**src/rtl/prc_pkg.sv**
```systemverilog
package prc_pkg;
    typedef enum logic [1:0] {
        REV_OFF   = 2'b00,
        REV_INDEX = 2'b01,
        REV_WRAP  = 2'b10,
        REV_BOTH  = 2'b11
    } rev_mode_e;

    localparam int FLAG_N   = 3;
    localparam int FLAG_OVF = 0;
    localparam int FLAG_UNF = 1;
    localparam int FLAG_ZIX = 2;
endpackage

```
**src/rtl/prc_pos_next.sv**
```systemverilog
module prc_pos_next #(
    parameter int W = 16
) (
    input  logic [W-1:0] pos_q,
    input  logic [W-1:0] max_pos,
    input  logic         step_up,
    input  logic         step_dn,
    input  logic         idx_clr,
    input  logic         run_past_max,
    output logic [W-1:0] pos_d,
    output logic         ovf,
    output logic         unf
);
    always_comb begin
        pos_d = pos_q;
        ovf   = 1'b0;
        unf   = 1'b0;
        if (idx_clr) begin
            pos_d = '0;
        end else if (step_up) begin
            if (pos_q == max_pos) begin
                ovf   = 1'b1;
                pos_d = run_past_max ? pos_q + 1'b1 : '0;
            end else begin
                pos_d = pos_q + 1'b1;
            end
        end else if (step_dn) begin
            if (pos_q == '0) begin
                unf   = 1'b1;
                pos_d = max_pos;
            end else begin
                pos_d = pos_q - 1'b1;
            end
        end
    end
endmodule

```
**src/rtl/prc_rev_next.sv**
```systemverilog
module prc_rev_next #(
    parameter int W = 16
) (
    input  logic [W-1:0] rev_q,
    input  logic         idx_step,
    input  logic         idx_down,
    input  logic         wrap_en,
    input  logic         ovf,
    input  logic         unf,
    output logic [W-1:0] rev_d
);
    always_comb begin
        rev_d = rev_q;
        if (idx_step) begin
            rev_d = idx_down ? rev_q - 1'b1 : rev_q + 1'b1;
        end else if (wrap_en && ovf) begin
            rev_d = rev_q + 1'b1;
        end else if (wrap_en && unf) begin
            rev_d = rev_q - 1'b1;
        end
    end
endmodule

```
**src/rtl/prc_abs.sv**
```systemverilog
module prc_abs #(
    parameter int W = 16
) (
    input  logic [W-1:0]   pos,
    input  logic [W-1:0]   rev,
    input  logic [W-1:0]   max_pos,
    input  logic           wrap_en,
    output logic [2*W-1:0] abs_pos
);
    localparam int AW = 2 * W;
    logic [AW-1:0] span;
    logic [AW-1:0] rev_x;
    logic [AW-1:0] pos_x;

    always_comb begin
        pos_x   = {{W{1'b0}}, pos};
        rev_x   = {{W{1'b0}}, rev};
        span    = {{W{1'b0}}, max_pos} + 1'b1;
        abs_pos = wrap_en ? pos_x + rev_x * span : pos_x;
    end
endmodule

```
**src/rtl/pos_rev_counter.sv**
```systemverilog
module pos_rev_counter
    import prc_pkg::*;
#(
    parameter int W = 16
) (
    input  logic             clk,
    input  logic             rst_n,
    input  logic             cnt_up_i,
    input  logic             cnt_dn_i,
    input  logic             ab_both_i,
    input  logic             index_i,
    input  logic [1:0]       rev_mode_i,
    input  logic             clr_gate_i,
    input  logic [W-1:0]     max_pos_i,
    input  logic             flag_wr_i,
    input  logic [2:0]       flag_wdata_i,
    output logic [W-1:0]     pos_o,
    output logic [W-1:0]     rev_o,
    output logic [2*W-1:0]   abs_pos_o,
    output logic             dir_o,
    output logic             ovf_o,
    output logic             unf_o,
    output logic             zidx_o
);
    typedef struct packed {
        logic [W-1:0]      pos;
        logic [W-1:0]      rev;
        logic              dir;
        logic [FLAG_N-1:0] flg;
    } state_t;

    state_t    st_d, st_q;
    rev_mode_e mode;
    logic      step_up, step_dn, idx_clr, idx_step, idx_down, wrap_en;
    logic      ovf_ev, unf_ev;
    logic [W-1:0] pos_nx, rev_nx;
    logic [FLAG_N-1:0] flag_set, flag_keep;

    always_comb begin
        mode     = rev_mode_e'(rev_mode_i);
        step_up  = cnt_up_i & ~cnt_dn_i & ~ab_both_i;
        step_dn  = cnt_dn_i & ~cnt_up_i & ~ab_both_i;
        wrap_en  = rev_mode_i[1];
        idx_clr  = index_i & clr_gate_i & (mode != REV_WRAP);
        idx_step = index_i & clr_gate_i & rev_mode_i[0];
        if (ab_both_i)    idx_down = st_q.dir;
        else if (step_dn) idx_down = 1'b1;
        else if (step_up) idx_down = 1'b0;
        else              idx_down = st_q.dir;
    end

    prc_pos_next #(.W(W)) u_pos (
        .pos_q        (st_q.pos),
        .max_pos      (max_pos_i),
        .step_up      (step_up),
        .step_dn      (step_dn),
        .idx_clr      (idx_clr),
        .run_past_max (mode == REV_INDEX),
        .pos_d        (pos_nx),
        .ovf          (ovf_ev),
        .unf          (unf_ev)
    );

    prc_rev_next #(.W(W)) u_rev (
        .rev_q    (st_q.rev),
        .idx_step (idx_step),
        .idx_down (idx_down),
        .wrap_en  (wrap_en),
        .ovf      (ovf_ev),
        .unf      (unf_ev),
        .rev_d    (rev_nx)
    );

    always_comb begin
        flag_set            = '0;
        flag_set[FLAG_OVF]  = ovf_ev;
        flag_set[FLAG_UNF]  = unf_ev;
        flag_set[FLAG_ZIX]  = index_i;
        flag_keep           = flag_wr_i ? flag_wdata_i : '1;

        st_d     = st_q;
        st_d.pos = pos_nx;
        st_d.rev = rev_nx;
        if (step_dn)      st_d.dir = 1'b1;
        else if (step_up) st_d.dir = 1'b0;
        st_d.flg = (st_q.flg & flag_keep) | flag_set;
    end

    always_ff @(posedge clk) begin
        if (!rst_n) st_q <= '0;
        else        st_q <= st_d;
    end

    prc_abs #(.W(W)) u_abs (
        .pos     (st_q.pos),
        .rev     (st_q.rev),
        .max_pos (max_pos_i),
        .wrap_en (wrap_en),
        .abs_pos (abs_pos_o)
    );

    assign pos_o  = st_q.pos;
    assign rev_o  = st_q.rev;
    assign dir_o  = st_q.dir;
    assign ovf_o  = st_q.flg[FLAG_OVF];
    assign unf_o  = st_q.flg[FLAG_UNF];
    assign zidx_o = st_q.flg[FLAG_ZIX];
endmodule

```
**config.mk**
```make
export PLATFORM = sky130hd
export DESIGN_NAME = pos_rev_counter
export DESIGN_NICKNAME = d
export VERILOG_FILES = /design/src/rtl/prc_pkg.sv /design/src/rtl/prc_pos_next.sv /design/src/rtl/prc_rev_next.sv /design/src/rtl/prc_abs.sv /design/src/rtl/pos_rev_counter.sv
export SDC_FILE = /design/constraint.sdc
export NUM_CORES = 1
export LEC_CHECK = 0
export ABC_CLOCK_PERIOD_IN_PS = 15000
export BUFFER_PORTS_ARGS = -buffer_cell sky130_fd_sc_hd__clkbuf_2
export CAP_MARGIN = 5
export CORE_MARGIN = 1
export CORE_UTILIZATION = 45
export CTS_CLUSTER_DIAMETER = 60
export DETAILED_ROUTE_END_ITERATION = 7
export PLACE_DENSITY = 0.71
export SYNTH_ARGS = -nofsm -noshare
export SYNTH_HDL_FRONTEND = slang
export SYNTH_SLANG_ARGS = --single-unit
```
**constraint.sdc**
```tcl
create_clock -name clk -period 15 [get_ports clk]
set_input_delay 3 -clock clk [delete_from_list [all_inputs] [get_ports clk]]
set_output_delay 3 -clock clk [all_outputs]
set_load 0.01 [all_outputs]
```
==> results.toml, run 1 <==
[status]
status = "finished clean"

[global_routing]
grt_pass1_vias = 11400
grt.overflow.total = 0
gr-usage-all-layers_pct = 26.1
antenna_found_initial = 1
grt_util_met2_pct = 45.0
top_usage_layer = "met2"
grt_pass1_wl_mm = 59.0
grt_max_degree = 51
met1_usage_pct = 33.8
use_met3_pct = 3.15

[clock_tree]
cts_max_level = 2
cts_tree = "done"
clock_latency_ns = 0.29
cts_root_buffer = "clkbuf_16"
cts_hold_buf = 0
post_cts_resized = 0
cts_buffers = 5
clockBufferDepth = 2
clkSinkCount = 36
postCtsSetupRepairBufs = 0
clk_pin_slew_ns = 0.06

[placement]
hpwl_mm = 29.1
numPortBuffers = 96
gp_congestion = 0.917
dp_slack_ns = 1.37
dpl_cell_area_sq_um = 13600
placedCellCount = 1986

[power_and_ir_drop]
power_density_nw_per_um2 = 64.6
finalPower_mw = 0.889
p_leak_nw = 7.05
peakVddDrop_uv = 52.1

[timing]
rsz0062_at_grt = "false"
fmax_mhz = 73.1
finalHoldViolCount = 0
drv_slew = 0
setup_violations = 0
slew_headroom_pct = 26.2
skew_ns = 0.00958
setup_slack_ns = 1.33
hold-worst-slack_ns = 0.482
period_share_pct = 91.1
finalCriticalPeriod_ns = 13.67
tightest_slew_ns = 1.11
tns_ns = 0

[worst_setup_path]
critPathTopFamily = "adder cells"
path_common_cell = "fa_1"
reg2reg_slack_ns = 11.31
worstPathRequired_ns = 12.00
cp_max_fo = 16
critPathBufInv = 6
crit_slowest_cell = "xnor2_2"
max_stage_delay_ns = 0.68
end_kind = "primary output"
cp.arrival_ns = 10.67
path_class = "primary input to primary output"
crit_path_start_kind = "primary input"

[finish]
nNetsFinal = 1977
syn2layout_area_growth_pct = 7.55
final-seq-area_sq_um = 721
post-route-util_pct = 49.4
multi_input_area_sq_um = 10600
fin_area_sq_um = 13800
drive_above_1_share_pct = 9.28
n_antenna_cell = 0
fillers = 2689
fin_cells = 1994

[drt]
vias = 10900
wl_per_cell_um = 18.2
drt_iter0_markers = 750
ant_nets = 0
first_pass_iters = 5
drc = 0
viasPerCell = 5.46
routed_wl_mm = 36.2

[logic_synthesis]
ys_seq_area_share_pct = 5.63
synth_edf_count = 0
ys_ff_latch = 36
syn_inst = 1577
synth_cell_type_count = 61
netlist_area_sq_um = 12800
synth-async-reset-ratio_pct = 0
synth_ff_type = "dfxtp_1"
synth.avg_cell_area_sq_um = 8.12
syn-num-nets = 1939
ys_warn_count = 0

[die]
io_pins = 97
die_h_um = 171
die_area_sq_um = 29100
core_sq_um = 27900
start_util_pct = 45.9
rows = 61
die_width_um = 171

[worst_hold_path]
hold_path_class = "register to register"

[flow_run]
cap_viol_max_count = 0
==> routing by layer <==
metal / wire length [um] / vias to the layer above / share of wire [%]
met2: 17800 / 406 / 49
met1: 15000 / 5463 / 42
li1: - / 4956 / -
met3: 2300 / 64 / 6.3
met5: 0 / - / 0
met4: 1080 / 0 / 3.0
==> area by class of cell <==
| cell class | count | share of cell area [%] |
|---|---|---|
| tap | 378 | 3.44 |
| inverter | 311 | 8.48 |
| timing repair buffer | 114 | 4.47 |
| clock buffer | 5 | 0.909 |
| clock inverter | 3 | 0.309 |
| multi-input combinational | 1147 | 77.2 |
| sequential | 36 | 5.24 |
==> flip-flops by register name, summed over array words and instances, names as in the netlist <==
register,count
ovf_o,1
rev_o,16
dir_o,1
pos_o,16
zidx_o,1
unf_o,1
==> path summary, 6_finish.rpt <==
| path | from | end | cells after the start |
|---|---|---|---|
| setup / recovery | max_pos_i[0] | abs_pos_o[30] | 26 |
| hold / removal | ovf_o | ovf_o | 2 |
| hold reg to reg | ovf_o | ovf_o | 2 |
| setup reg to reg | pos_o[0] | rev_o[14] | 10 |
==> cell usage in the layout, fill, tap and decap left out, types with 23 or more instances in the layout <==
cell        n
nand3_1    23
nand2_1   199
xnor2_1    56
nor2_1     59
fa_1      223
and2_1    149
clkbuf_2   96
ha_1      110
o21ai_0    59
inv_1     310
dfxtp_1    36
a21oi_1    47
==> synthesized netlist by cell type, types with 4 or more instances <==
library cell	instances	area (sq um)
nor2b_1	11	68.8
or3_1	7	43.8
nor4_1	6	37.5
xor2_1	20	175
a22oi_1	7	52.6
or2_2	7	43.8
a31oi_1	5	31.3
fa_1	223	4460
nor3_1	15	75.1
mux2i_1	7	70.1
o21ai_0	59	295
and2_1	149	932
xnor2_1	59	517
o21a_1	4	30.0
o32ai_1	5	43.8
a21oi_1	47	235
nand2_1	199	747
o31ai_1	6	45.0
inv_1	310	1160
nand3_1	23	115
dfxtp_1	36	721
nor2_1	59	221
nand4_1	13	81.3
ha_1	110	1380
a21o_1	13	97.6
buf_2	7	35.0
and3_1	17	106
nand2b_1	9	56.3
clkbuf_1	72	270
a211oi_1	18	135
nor3b_1	7	52.6
==> where the power goes <==
group          switching (mW)  internal (mW)  leakage (nW)  total (mW)
combinational           0.381          0.247          6.68       0.628
sequential             0.0356          0.104         0.293       0.139
clock                  0.0439         0.0782        0.0798       0.122
total                   0.461          0.429          7.05       0.889
==> worst min-delay path: stages, from the launching register on <==
cell     delay [ns]
dfxtp_1        0.31
o21ai_0        0.07
a21oi_1        0.06
==> kinds of logic (layout without fill, tap and decap cells) <==
family,count (synthesis),in the layout,share of synthesized area [%]
simple gates,540,540,21.7
buf+inv,394,433,11.8
fa+ha+maj,333,333,45.6
compound gates,185,185,8.97
xor+xnor,80,80,5.53
flops,36,36,5.63
mux,9,9,0.723
Power figures use the tool's default switching activity.
==> inputs of run 2 (changes only) <==
--- a/config.mk
+++ b/config.mk
@@ -6,11 +6,12 @@
 export NUM_CORES = 1
 export LEC_CHECK = 0
 export ABC_CLOCK_PERIOD_IN_PS = 15000
-export BUFFER_PORTS_ARGS = -buffer_cell sky130_fd_sc_hd__clkbuf_2
+export BUFFER_PORTS_ARGS = -buffer_cell sky130_fd_sc_hd__buf_2
 export CAP_MARGIN = 5
 export CORE_MARGIN = 1
 export CORE_UTILIZATION = 45
 export CTS_CLUSTER_DIAMETER = 60
+export CTS_CLUSTER_SIZE = 12
 export DETAILED_ROUTE_END_ITERATION = 7
 export PLACE_DENSITY = 0.71
 export SYNTH_ARGS = -nofsm -noshare
==> results.toml, run 2 (same netlist as run 1, synthesis figures left out) <==
[status]
status = "finished clean"

[worst_setup_path]
worstPathRequired_ns = 12.00
end_kind = "primary output"
path_class = "primary input to primary output"
path_common_cell = "fa_1"
crit_slowest_cell = "xnor2_2"
crit-reg2reg-launch = "pos_o[0]"
crit_path_start_kind = "primary input"
reg2reg_depth = 10
r2r_end = "rev_o[14]"
reg2reg_slack_ns = 11.31
critPathBufInv = 6
path_depth = 26
max_stage_delay_ns = 0.76
critPathTopFamily = "adder cells"
cp.arrival_ns = 10.73
cp_max_fo = 16

[global_routing]
gr-usage-all-layers_pct = 26.5
grt.overflow.total = 0
antenna_found_initial = 0
grt_pass1_wl_mm = 59.2
grt_pass1_vias = 11300
grt_max_degree = 51

[drt]
drc = 0
vias = 10900
drt_iter0_markers = 626
routed_wl_mm = 36.5
wl_per_cell_um = 18.3
first_pass_iters = 5
ant_nets = 0
viasPerCell = 5.46

[timing]
rsz0062_at_grt = "false"
finalHoldViolCount = 0
drv_slew = 0
slew_headroom_pct = 28.5
hold-worst-slack_ns = 0.482
tightest_slew_ns = 1.07
finalCriticalPeriod_ns = 13.73
setup_violations = 0
fmax_mhz = 72.8
tns_ns = 0
skew_ns = 0.00705
period_share_pct = 91.5

[die]
core_sq_um = 27900
die_area_sq_um = 29100
start_util_pct = 45.9
die_width_um = 171
die_h_um = 171
rows = 61
io_pins = 97

[clock_tree]
clock_latency_ns = 0.28
clkSinkCount = 36
cts_tree = "done"
cts_max_level = 2
post_cts_resized = 0
clockBufferDepth = 2
cts_hold_buf = 0
cts_buffers = 5
postCtsSetupRepairBufs = 0
clk_pin_slew_ns = 0.06
cts_root_buffer = "clkbuf_16"

[power_and_ir_drop]
power_density_nw_per_um2 = 64.4
peakVddDrop_uv = 51.3
p_leak_nw = 7.07
p_int_mw = 0.421
pwr-share-comb_pct = 71.5
seqPwrFrac_pct = 15.8
clkPwrFrac_pct = 12.7
sw_frac_of_total_pct = 52.3
p_switching_mw = 0.462

[finish]
n_antenna_cell = 0
final_common_cell = "inv_1"
mostFrequentLayoutCells = "inv_1, fa_1, nand2_1, and2_1, ha_1"
syn2layout_area_growth_pct = 7.19
drive_above_1_share_pct = 9.00
nNetsFinal = 1974

[worst_hold_path]
hold_start = "ovf_o"
whs_endpoint = "ovf_o"
hold_path_class = "register to register"
whs_path_depth = 2

[flow_run]
cap_viol_max_count = 0

[placement]
hpwl_mm = 29.1
gp_congestion = 0.910
numPortBuffers = 96
## run 2: worst register-to-register path: cells and delay by family (launching register included)
| family | cells | cell delay (ns) |
|---|---|---|
| simple gates | 5 | 2.15 |
| compound gates | 3 | 0.66 |
| flops | 1 | 0.43 |
| buf+inv | 1 | 0.18 |
| fa+ha+maj | 1 | 0.18 |
## run 2: how the worst max path moves through the flow
stage / startpoint / endpoint / slack (ns)
6_report: max_pos_i[0] / abs_pos_o[29] / 1.27
2_1_floorplan: max_pos_i[0] / abs_pos_o[30] / 2.58
5_1_grt: max_pos_i[0] / abs_pos_o[25] / 0.87
3_3_place_gp: max_pos_i[0] / abs_pos_o[29] / 1.53
3_5_place_dp: max_pos_i[0] / abs_pos_o[29] / 1.31
4_1_cts: max_pos_i[0] / abs_pos_o[29] / 1.29
## run 2: final cells by class
class	count	area [sq um]
multi-input combinational	1147	10600
fill	2718	14100
clock buffer	7	153
tap	378	473
inverter	311	1170
timing repair buffer	111	593
sequential	36	721
## run 2: power groups by stage
stage / registers [mW] / logic (mW) / clock network [mW]
6_report: 0.140 / 0.631 / 0.112
4_1_cts: 0.138 / 0.632 / 0.113
3_5_place_dp: 0.140 / 0.628 / 0
2_1_floorplan: 0.117 / 0.464 / 0
5_1_grt: 0.141 / 0.711 / 0.117
3_3_place_gp: 0.140 / 0.612 / 0
## run 2: routing by layer
metal / track usage, % / vias up / share of wire, %
li1: - / 4932 / -
met1: 33.8 / 5415 / 40
met2: 45.5 / 452 / 48
met3: 3.84 / 74 / 7.9
met4: 9.36 / 0 / 3.3
met5: 0 / - / 0
## run 2: through the flow
step                      total power [mW]  setup WS, ns  instances  area (sq um)  util (%)
final                                0.883          1.27       1990         13700      49.3
after global routing                 0.969         0.873       1990         13700      49.3
after CTS                            0.883          1.29       1990         13700      49.3
after detailed placement             0.768          1.31       1983         13600      48.7
after global placement               0.752          1.53       1983         13600      48.7
after floorplan                      0.581          2.58       1577         12800         -
==> inputs of run 3 (changes only) <==
--- a/config.mk
+++ b/config.mk
@@ -5,6 +5,7 @@
 export SDC_FILE = /design/constraint.sdc
 export NUM_CORES = 1
 export LEC_CHECK = 0
+export ABC_AREA = 1
 export ABC_CLOCK_PERIOD_IN_PS = 15000
 export BUFFER_PORTS_ARGS = -buffer_cell sky130_fd_sc_hd__buf_2
 export CAP_MARGIN = 5
@@ -13,7 +14,7 @@
 export CTS_CLUSTER_DIAMETER = 60
 export CTS_CLUSTER_SIZE = 12
 export DETAILED_ROUTE_END_ITERATION = 7
-export PLACE_DENSITY = 0.71
+export PLACE_DENSITY = 0.7
 export SYNTH_ARGS = -nofsm -noshare
 export SYNTH_HDL_FRONTEND = slang
 export SYNTH_SLANG_ARGS = --single-unit
==> results.toml, run 3 <==
[status]
status = "finished clean"

[timing]
period_share_pct = 87.9
rsz0062_at_grt = "false"
tns_ns = 0
slew_headroom_pct = 24.8
fmax_mhz = 75.8
finalHoldViolCount = 0
skew_ns = 0.00975
tightest_slew_ns = 1.12
drv_slew = 0
finalCriticalPeriod_ns = 13.19
setup_violations = 0

[placement]
numPortBuffers = 96
gp_congestion = 1.00
placedCellCount = 2258
dpl_cell_area_sq_um = 14000
hpwl_mm = 34.3

[worst_setup_path]
startpoint = "max_pos_i[0]"
cp.arrival_ns = 10.19
cp_max_fo = 15
path_class = "primary input to primary output"
path_common_cell = "fa_1"
critPathTopFamily = "adder cells"
crit_path_start_kind = "primary input"
crit_slowest_cell = "xor2_1"
worstPathRequired_ns = 12.00
end_kind = "primary output"
max_stage_delay_ns = 0.80
crit-reg2reg-launch = "pos_o[11]"
critPathBufInv = 7

[clock_tree]
cts_buffers = 5
cts_hold_buf = 0
clk_pin_slew_ns = 0.06
clock_latency_ns = 0.29
clockBufferDepth = 2
clkSinkCount = 36
cts_tree = "done"
cts_root_buffer = "clkbuf_16"
postCtsSetupRepairBufs = 0
post_cts_resized = 0
cts_max_level = 2

[finish]
fin_cells = 2266
nNetsFinal = 2243
final_common_cell = "inv_1"
n_antenna_cell = 0
fillers = 2941
syn2layout_area_growth_pct = 6.42
fin_area_sq_um = 14200
post-route-util_pct = 49.0
drive_above_1_share_pct = 11.5
mostFrequentLayoutCells = "inv_1, nand2_1, fa_1, nor2_1, ha_1"

[logic_synthesis]
yosysTopAreaCell = "fa_1"
netlist_area_sq_um = 13300
syn_inst = 1835
ys_top_cells_by_area = "fa_1, inv_1, ha_1, nand2_1, nor2_1"
syn-num-nets = 2197
synth_cell_type_count = 53
synth_top_area_share_pct = 33.5
ys_ff_latch = 36
synth_ff_type = "dfxtp_1"
ys_seq_area_share_pct = 5.41
synth_edf_count = 0
synth_common_cells = "inv_1, nand2_1, fa_1, nor2_1, ha_1"
synth.avg_cell_area_sq_um = 7.27
synth-async-reset-ratio_pct = 0
ys_warn_count = 0
synth_most_common_cell = "inv_1"

[power_and_ir_drop]
peakVddDrop_uv = 74.8
power_density_nw_per_um2 = 73.0
p_leak_nw = 7.48

[drt]
ant_nets = 0
drc = 0
viasPerCell = 5.41
drt_iter0_markers = 995
vias = 12300
first_pass_iters = 5
wl_per_cell_um = 18.2
routed_wl_mm = 41.3

[global_routing]
antenna_found_initial = 0
gr-usage-all-layers_pct = 28.3
grt_max_degree = 34
grt_pass1_vias = 12100
grt.overflow.total = 0
grt_pass1_wl_mm = 67.0

[die]
io_pins = 97
rows = 62
die_width_um = 174
die_h_um = 174
die_area_sq_um = 30300
start_util_pct = 46.1
core_sq_um = 28900

[worst_hold_path]
hold_start = "zidx_o"
hold_path_class = "register to register"

[flow_run]
cap_viol_max_count = 0
==> run 3: worst register-to-register path: stages (launching register included) <==
cell     delay, ns
dfxtp_1       0.74
inv_2         0.24
nand2_1       0.11
nand2_1       0.05
nor2_1        0.09
nand2_1       0.10
nor2_1        0.25
nand4_4       0.16
nand3_2       0.50
nand3_1       0.20
nand3_1       0.12
nand2_1       0.07
nor2_1        0.09
==> run 3: metal layers <==
metal | global-route usage [%] | vias up | wire length [um]
met1 | 40.3 | 5930 | 18100
met3 | 5.64 | 75 | 4080
met5 | 0 | - | 0
li1 | - | 5677 | -
met4 | 7.68 | 0 | 1030
met2 | 43.4 | 582 | 18100
==> run 3: worst paths after layout <==
path / end / slack [ns] / cells after the start
worst max-delay path: abs_pos_o[20] / 1.81 / 27
worst min-delay path: zidx_o / 0.48 / 2
worst max register to register: rev_o[13] / 12.23 / 12
worst min register to register: zidx_o / 0.48 / 2
==> run 3: final cells by class <==
class                      count  area, sq um  share of cell area [%]
sequential                    36          721                    5.08
tap                          384          480                    3.39
multi-input combinational   1325        10700                    75.7
clock buffer                   6          129                   0.908
timing repair buffer         102          526                    3.70
clock inverter                 2         35.0                   0.247
inverter                     411         1550                    10.9
==> run 3: kinds of logic after synthesis <==
| kind of cell | count (synthesis) | share of synthesized area, % |
|---|---|---|
| buffers and inverters | 474 | 14.0 |
| AO/OA/AOI/OAI | 225 | 9.70 |
| XOR/XNOR | 55 | 3.67 |
| AND/OR/NAND/NOR | 712 | 23.4 |
| adder cells (fa/ha/maj) | 333 | 43.8 |
| flip-flops | 36 | 5.41 |
==> run 3: metrics by stage <==
stage          worst slack [ns]  hold WS (ns)  power [mW]
2_1_floorplan              3.37         0.494       0.673
3_3_place_gp               2.07         0.460       0.892
3_5_place_dp               1.97         0.472       0.894
4_1_cts                    1.91         0.482        1.03
5_1_grt                    1.41         0.518        1.14
6_report                   1.81         0.477        1.04
==> run 3: power breakdown <==
group	leakage, nW	switching [mW]	internal [mW]
clock	0.0808	0.0470	0.0784
combinational	7.10	0.500	0.286
sequential	0.295	0.0223	0.102
total	7.48	0.569	0.466
